### config.mk
export PLATFORM = sky130hd
export DESIGN_NAME = steer_wdog
export DESIGN_NICKNAME = d
export VERILOG_FILES = /design/src/rtl/steer_wdog_pkg.sv /design/src/rtl/steer_wdog_kick_sync.sv /design/src/rtl/steer_wdog_count.sv /design/src/rtl/steer_wdog_pulse.sv /design/src/rtl/steer_wdog.sv
export SDC_FILE = /design/constraint.sdc
export NUM_CORES = 1
export LEC_CHECK = 0
export BUFFER_PORTS_ARGS = -buffer_cell sky130_fd_sc_hd__buf_2
export CAP_MARGIN = 10
export CORE_MARGIN = 5
export CORE_UTILIZATION = 45
export CTS_CLUSTER_SIZE = 12
export DETAILED_ROUTE_END_ITERATION = 7
export PLACE_DENSITY_LB_ADDON = 0.3
export RECOVER_POWER = 100
export SYNTH_ARGS = -nofsm -noshare
export SYNTH_HDL_FRONTEND = slang
export SYNTH_HIERARCHICAL = 1
export SYNTH_SLANG_ARGS = --single-unit
### constraint.sdc
create_clock -name clk_i -period 3 [get_ports clk_i]
set_input_delay 0.6 -clock clk_i [delete_from_list [all_inputs] [get_ports clk_i]]
set_output_delay 0.6 -clock clk_i [all_outputs]
set_load 0.02 [all_outputs]
### src/rtl/steer_wdog_pkg.sv
package steer_wdog_pkg;
  localparam int unsigned REG_W   = 8;
  localparam int unsigned MULT_W  = 5;
  localparam int unsigned RES_W   = 2;
  localparam int unsigned NUM_RES = 1 << RES_W;

  typedef struct packed {
    logic              steer;
    logic [MULT_W-1:0] mult;
    logic [RES_W-1:0]  res;
  } wdog_cfg_t;
endpackage

### src/rtl/steer_wdog_kick_sync.sv
module steer_wdog_kick_sync #(
  parameter int unsigned STAGES = 2
) (
  input  logic clk_i,
  input  logic rst_ni,
  input  logic kick_i,
  output logic edge_o
);
  // STAGES synchroniser flops plus one history flop
  logic [STAGES:0] sh_q;

  always_ff @(posedge clk_i or negedge rst_ni) begin
    if (!rst_ni) sh_q <= '0;
    else         sh_q <= {sh_q[STAGES-1:0], kick_i};
  end

  assign edge_o = sh_q[STAGES] ^ sh_q[STAGES-1];

  assert_edge_follows_pin_R4: assert property (@(posedge clk_i) disable iff (!rst_ni)
    edge_o |=> (sh_q[STAGES] != $past(sh_q[STAGES])));
endmodule

### src/rtl/steer_wdog_count.sv
module steer_wdog_count #(
  parameter int unsigned MULT_W  = 5,
  parameter int unsigned NUM_RES = 4,
  localparam int unsigned RES_W  = $clog2(NUM_RES)
) (
  input  logic               clk_i,
  input  logic               rst_ni,
  input  logic [NUM_RES-1:0] tick_i,
  input  logic [RES_W-1:0]   res_i,
  input  logic [MULT_W-1:0]  mult_i,
  input  logic               hold_i,
  input  logic               restart_i,
  output logic               expire_o
);
  localparam logic [MULT_W-1:0] ONE = MULT_W'(1);

  logic [NUM_RES-1:0] hit;
  logic [MULT_W-1:0]  cnt_q;
  logic               sel_tick, armed, last;

  for (genvar g = 0; g < NUM_RES; g++) begin : g_sel
    assign hit[g] = tick_i[g] && (res_i == RES_W'(g));
  end

  assign sel_tick = |hit;
  assign armed    = (mult_i != '0) && !hold_i;
  assign last     = (cnt_q == mult_i - ONE);
  assign expire_o = armed && sel_tick && last && !restart_i;

  always_ff @(posedge clk_i or negedge rst_ni) begin
    if (!rst_ni)                cnt_q <= '0;
    else if (restart_i)         cnt_q <= '0;
    else if (expire_o)          cnt_q <= '0;
    else if (armed && sel_tick) cnt_q <= cnt_q + ONE;
  end

  assert_cnt_in_range_R1: assert property (@(posedge clk_i) disable iff (!rst_ni)
    (mult_i != '0) |-> (cnt_q < mult_i));
  assert_hold_freezes_R7: assert property (@(posedge clk_i) disable iff (!rst_ni)
    (hold_i && !restart_i) |=> $stable(cnt_q));
endmodule

### src/rtl/steer_wdog_pulse.sv
module steer_wdog_pulse #(
  parameter int unsigned PULSE_MS = 100,
  localparam int unsigned CNT_W   = (PULSE_MS > 2) ? $clog2(PULSE_MS) : 1
) (
  input  logic clk_i,
  input  logic rst_ni,
  input  logic ms_tick_i,
  input  logic start_i,
  input  logic abort_i,
  output logic active_o
);
  localparam logic [CNT_W-1:0] LAST = CNT_W'(PULSE_MS - 1);

  logic [CNT_W-1:0] cnt_q;
  logic             active_q;

  always_ff @(posedge clk_i or negedge rst_ni) begin
    if (!rst_ni) begin
      active_q <= 1'b0;
      cnt_q    <= '0;
    end else if (abort_i) begin
      active_q <= 1'b0;
      cnt_q    <= '0;
    end else if (start_i) begin
      active_q <= 1'b1;
      cnt_q    <= '0;
    end else if (active_q && ms_tick_i) begin
      if (cnt_q == LAST) begin
        active_q <= 1'b0;
        cnt_q    <= '0;
      end else begin
        cnt_q <= cnt_q + 1'b1;
      end
    end
  end

  assign active_o = active_q;

  assert_pulse_bounded_R8: assert property (@(posedge clk_i) disable iff (!rst_ni)
    active_q |-> (cnt_q <= LAST));
  assert_pulse_cause_R8: assert property (@(posedge clk_i) disable iff (!rst_ni)
    $rose(active_q) |-> $past(start_i));
endmodule

### src/rtl/steer_wdog.sv
module steer_wdog
  import steer_wdog_pkg::*;
#(
  parameter int unsigned PULSE_MS  = 100,
  parameter int unsigned KICK_SYNC = 2
) (
  input  logic               clk_i,
  input  logic               rst_ni,
  input  logic [NUM_RES-1:0] tick_i,
  input  logic               ms_tick_i,
  input  logic               wr_en_i,
  input  logic [REG_W-1:0]   wr_data_i,
  input  logic               kick_i,
  input  logic               flag_rd_i,
  input  logic               pwr_down_i,
  output logic [REG_W-1:0]   cfg_o,
  output logic               flag_o,
  output logic               irq_no,
  output logic               rst_no,
  output logic               ft_clr_o
);
  wdog_cfg_t cfg_q;
  logic flag_q, irq_q, ft_clr_q;
  logic wr_ok, kick_edge, restart, expire, steer_exp, pulse_active;

  assign wr_ok     = wr_en_i && !pwr_down_i;
  assign restart   = wr_ok || kick_edge || pwr_down_i;
  assign steer_exp = expire && cfg_q.steer;

  steer_wdog_kick_sync #(.STAGES(KICK_SYNC)) u_kick (
    .clk_i  (clk_i),
    .rst_ni (rst_ni),
    .kick_i (kick_i),
    .edge_o (kick_edge)
  );

  steer_wdog_count #(.MULT_W(MULT_W), .NUM_RES(NUM_RES)) u_count (
    .clk_i     (clk_i),
    .rst_ni    (rst_ni),
    .tick_i    (tick_i),
    .res_i     (cfg_q.res),
    .mult_i    (cfg_q.mult),
    .hold_i    (irq_q),
    .restart_i (restart),
    .expire_o  (expire)
  );

  steer_wdog_pulse #(.PULSE_MS(PULSE_MS)) u_pulse (
    .clk_i     (clk_i),
    .rst_ni    (rst_ni),
    .ms_tick_i (ms_tick_i),
    .start_i   (steer_exp),
    .abort_i   (pwr_down_i),
    .active_o  (pulse_active)
  );

  always_ff @(posedge clk_i or negedge rst_ni) begin
    if (!rst_ni) begin
      cfg_q    <= '0;
      flag_q   <= 1'b0;
      irq_q    <= 1'b0;
      ft_clr_q <= 1'b0;
    end else begin
      ft_clr_q <= steer_exp;

      if (pwr_down_i)     cfg_q <= '0;
      else if (wr_ok)     cfg_q <= wdog_cfg_t'(wr_data_i);
      else if (steer_exp) cfg_q <= '0;

      // set wins over a coincident read
      if (expire)         flag_q <= 1'b1;
      else if (flag_rd_i) flag_q <= 1'b0;

      if (pwr_down_i)                         irq_q <= 1'b0;
      else if (expire && !cfg_q.steer)        irq_q <= 1'b1;
      else if (wr_ok && (wr_data_i == '0))    irq_q <= 1'b0;
    end
  end

  assign cfg_o    = cfg_q;
  assign flag_o   = flag_q;
  assign irq_no   = !irq_q;
  assign rst_no   = !pulse_active;
  assign ft_clr_o = ft_clr_q;

  assert_pd_clears_R10: assert property (@(posedge clk_i) disable iff (!rst_ni)
    pwr_down_i |=> ((cfg_o == '0) && irq_no && rst_no));
  assert_irq_release_R7: assert property (@(posedge clk_i) disable iff (!rst_ni)
    $rose(irq_no) |-> $past(pwr_down_i || (wr_en_i && (wr_data_i == '0))));
  assert_steer_self_clear_R9: assert property (@(posedge clk_i) disable iff (!rst_ni)
    steer_exp |=> ((cfg_o == '0) && ft_clr_o && !rst_no && flag_o));
  assert_flag_read_R6: assert property (@(posedge clk_i) disable iff (!rst_ni)
    (flag_rd_i && !expire) |=> !flag_o);
  assert_flag_set_R6: assert property (@(posedge clk_i) disable iff (!rst_ni)
    expire |=> flag_o);
endmodule

==> run metrics <==
vias in the first global route=1268; Longest Clk Path Bufs=2; routed length on met1=1.44 mm; hold path depth=1; clock sink count=27; Clock Tree Root=clkbuf_4; Crit Path Max Fanout=9; Slew Limit Fails=0; EDFF count, synth=0; routability cong.=0.842; data required time of the critical path=3.26 ns; Clock transition at path regs=0.15 ns; RSZ-0062 raised after global routing=no; Num CTS Buffers=3; largest family of logic cells by synthesized area=simple AND/OR/NAND/NOR gates; first-pass GRT wire length=5.58 mm; max-cap viol count=0; setup_tns=0 ns; Routed met3 length=127 um; Post-Synth Simple-Gate Area=26.5%; core area=3100 um^2; Antenna Nets Post-Route=0; Max VDD drop=0.000213 V; crit share post-route=90.4%; Clock Skews=0.00510 ns; post-synthesis mux area share=2.19%; area of the multi-input gates=748 um^2; CP Class=register to register; reg-to-reg endpoint=u_pulse/cnt_q[6]; pre-CTS setup slack=0.101 ns; drt drc=0; Initial Util=47.9%; most frequent cells in the layout=27 x dfrtp_1, 17 x nand2_1, 17 x buf_2; CTS Hold Bufs=0; initial antenna violation count=0; Avg Inst Size Synth=10.1 um^2; Worst-Margin Slew=1.45 ns; synthesized instance count=147; placement row count=20; Tot GR Track Use=16.1%; Via density=5.49; Die Y=67.5 um; GR Overflow Total=0; Layout Nets=208; endpoint class of the critical path=register; PwrDens=373 nW/um^2; # fillers=306; routed vias=1257; Die X=67.5 um; Core Util, Final=55.0%; Syn-to-layout area delta=15.0%; Worst Setup Start Kind=register; RR Startpoint=u_kick/sh_q[1]; largest net degree at the start of global routing=28; worst hold start=kick_i; wire per inst=14.3 um; critical path arrival=2.97 ns; CTS tree=done; IO Pins=31; asr flop ratio synth=100%; Routed WL=3.28 mm; post_cts resized=0; Hold EP=u_kick/sh_q[0]; met2 WL post-DR=1.70 mm; most common cell after layout, fill and taps aside=dfrtp_1; Slew HR=3.57%; final hold violation count=0; number of setup violations in the final report=0; Post-CTS Setup Repair Bufs=0; Synth Cell Area=1490 um^2; status=completed; die area=4550 um^2; Main synth FF type=dfrtp_1; R2R setup slack=0.29 ns; share of layout cells above drive strength 1=17.8%; Net Count, Synth=169; Post-Synth Adder-Cell Area=2.53%; Lkg Pwr=0.756 nW; # diodes=0; FMAX=369 MHz; Buffers on Ports=30; register bit total from synthesis=27; fin crit period=2.71 ns; drt initial violations=83; Setup WS post-layout=0.287 ns; post-synthesis xor/xnor area fraction=5.90%; Synthesis Warnings=6; compound-cell area share of the yosys netlist=13.6%; post-synthesis sequential area ratio=45.5%; Hold WC Path Type=input port to register; Post-DP HPWL=2.54 mm; Cell Area, Placed=1710 um^2; htree depth=1; Reg2Reg Depth=10; Reg area=676 um^2; final instance area=1710 um^2; Distinct cells, synth=36; clk_lat worst skew=0.32 ns; Initial DRT Pass Iterations=4; Top Metal Used=met4
-- cell type report --
class / instances / share of cell area (%)
clock buffers: 3 / 1.32
multi-input cells: 109 / 43.8
repair buffers: 36 / 9.82
clock inverters: 1 / 0.293
well taps: 44 / 3.22
inverters: 9 / 1.98
flip-flops and latches: 27 / 39.6
-- metrics by stage --
step / instances / power (mW) / hold WS (ns)
after global routing: 229 / 0.669 / 0.352
after floorplan: 147 / 0.448 / 0.304
final: 229 / 0.637 / 0.373
after global placement: 225 / 0.486 / 0.338
after detailed placement: 225 / 0.489 / 0.345
after CTS: 229 / 0.643 / 0.281
-- per-layer routing --
metal  GRT usage [%]  vias up
li1                -      602
met5               0        -
met2            28.3       22
met4            4.30        0
met3            2.83        2
met1            20.2      631
-- cells by family (layout without fill, tap and decap cells) --
family          Yosys count  in the layout
simple gates             64             64
xor+xnor                 10             10
buf+inv                  11             49
flops                    27             27
compound gates           30             30
mux                       2              2
fa+ha+maj                 3              3
-- worst max path at each step --
stage / startpoint / to / slack, ns / cells past startpoint
2_1_floorplan: pwr_down_i / u_pulse/cnt_q[5] / 0.03 / 10
3_3_place_gp: pwr_down_i / u_pulse/cnt_q[5] / 0.25 / 10
3_5_place_dp: pwr_down_i / u_pulse/cnt_q[6] / 0.10 / 10
4_1_cts: u_kick/sh_q[1] / u_pulse/cnt_q[6] / 0.26 / 10
5_1_grt: u_kick/sh_q[1] / u_pulse/cnt_q[6] / 0.11 / 10
6_report: u_kick/sh_q[1] / u_pulse/cnt_q[6] / 0.29 / 10
-- power breakdown --
part / total (mW) / internal, mW / switching (mW) / leakage [nW]
Sequential: 0.381 / 0.372 / 0.00877 / 0.365
Clock: 0.157 / 0.0499 / 0.107 / 0.0177
Combinational: 0.0987 / 0.0411 / 0.0576 / 0.373
Total: 0.637 / 0.463 / 0.174 / 0.756
-- synth_stat cells, drive strengths merged, types with 2 or more instances --
library cell | instances | area, um^2
a21oi | 16 | 80.1
buf | 2 | 22.5
a31oi | 2 | 12.5
nor3b | 2 | 15.0
or4 | 2 | 15.0
dfrtp | 27 | 676
inv | 9 | 33.8
or3 | 3 | 18.8
o21ai | 3 | 15.0
xnor2 | 6 | 52.6
nand4b | 2 | 32.5
ha | 3 | 37.5
o31ai | 3 | 22.5
nand3b | 9 | 80.1
nor3 | 5 | 25.0
nand3 | 10 | 50.1
nor2 | 8 | 30.0
nand2 | 17 | 63.8
xor2 | 4 | 35.0
-- state kept, by name, summed over array words and instances, names as in the netlist --
register	cells
u_pulse/cnt_q	7
flag_o	1
cfg_o	8
u_pulse/active_o	1
u_count/cnt_q	5
irq_q	1
u_kick/sh_q	3
ft_clr_o	1
-- worst max-delay path: stages (launching register included) --
cell      delay, ns
dfrtp_1        0.42
xor2_1         0.17
or3_1          0.38
nor3_1         0.33
nand4b_4       0.21
nor2_1         0.19
nand2_1        0.09
inv_1          0.09
a211oi_2       0.07
or4_1          0.53
a21oi_1        0.17
No activity file was read; power rests on OpenSTA's default activity.
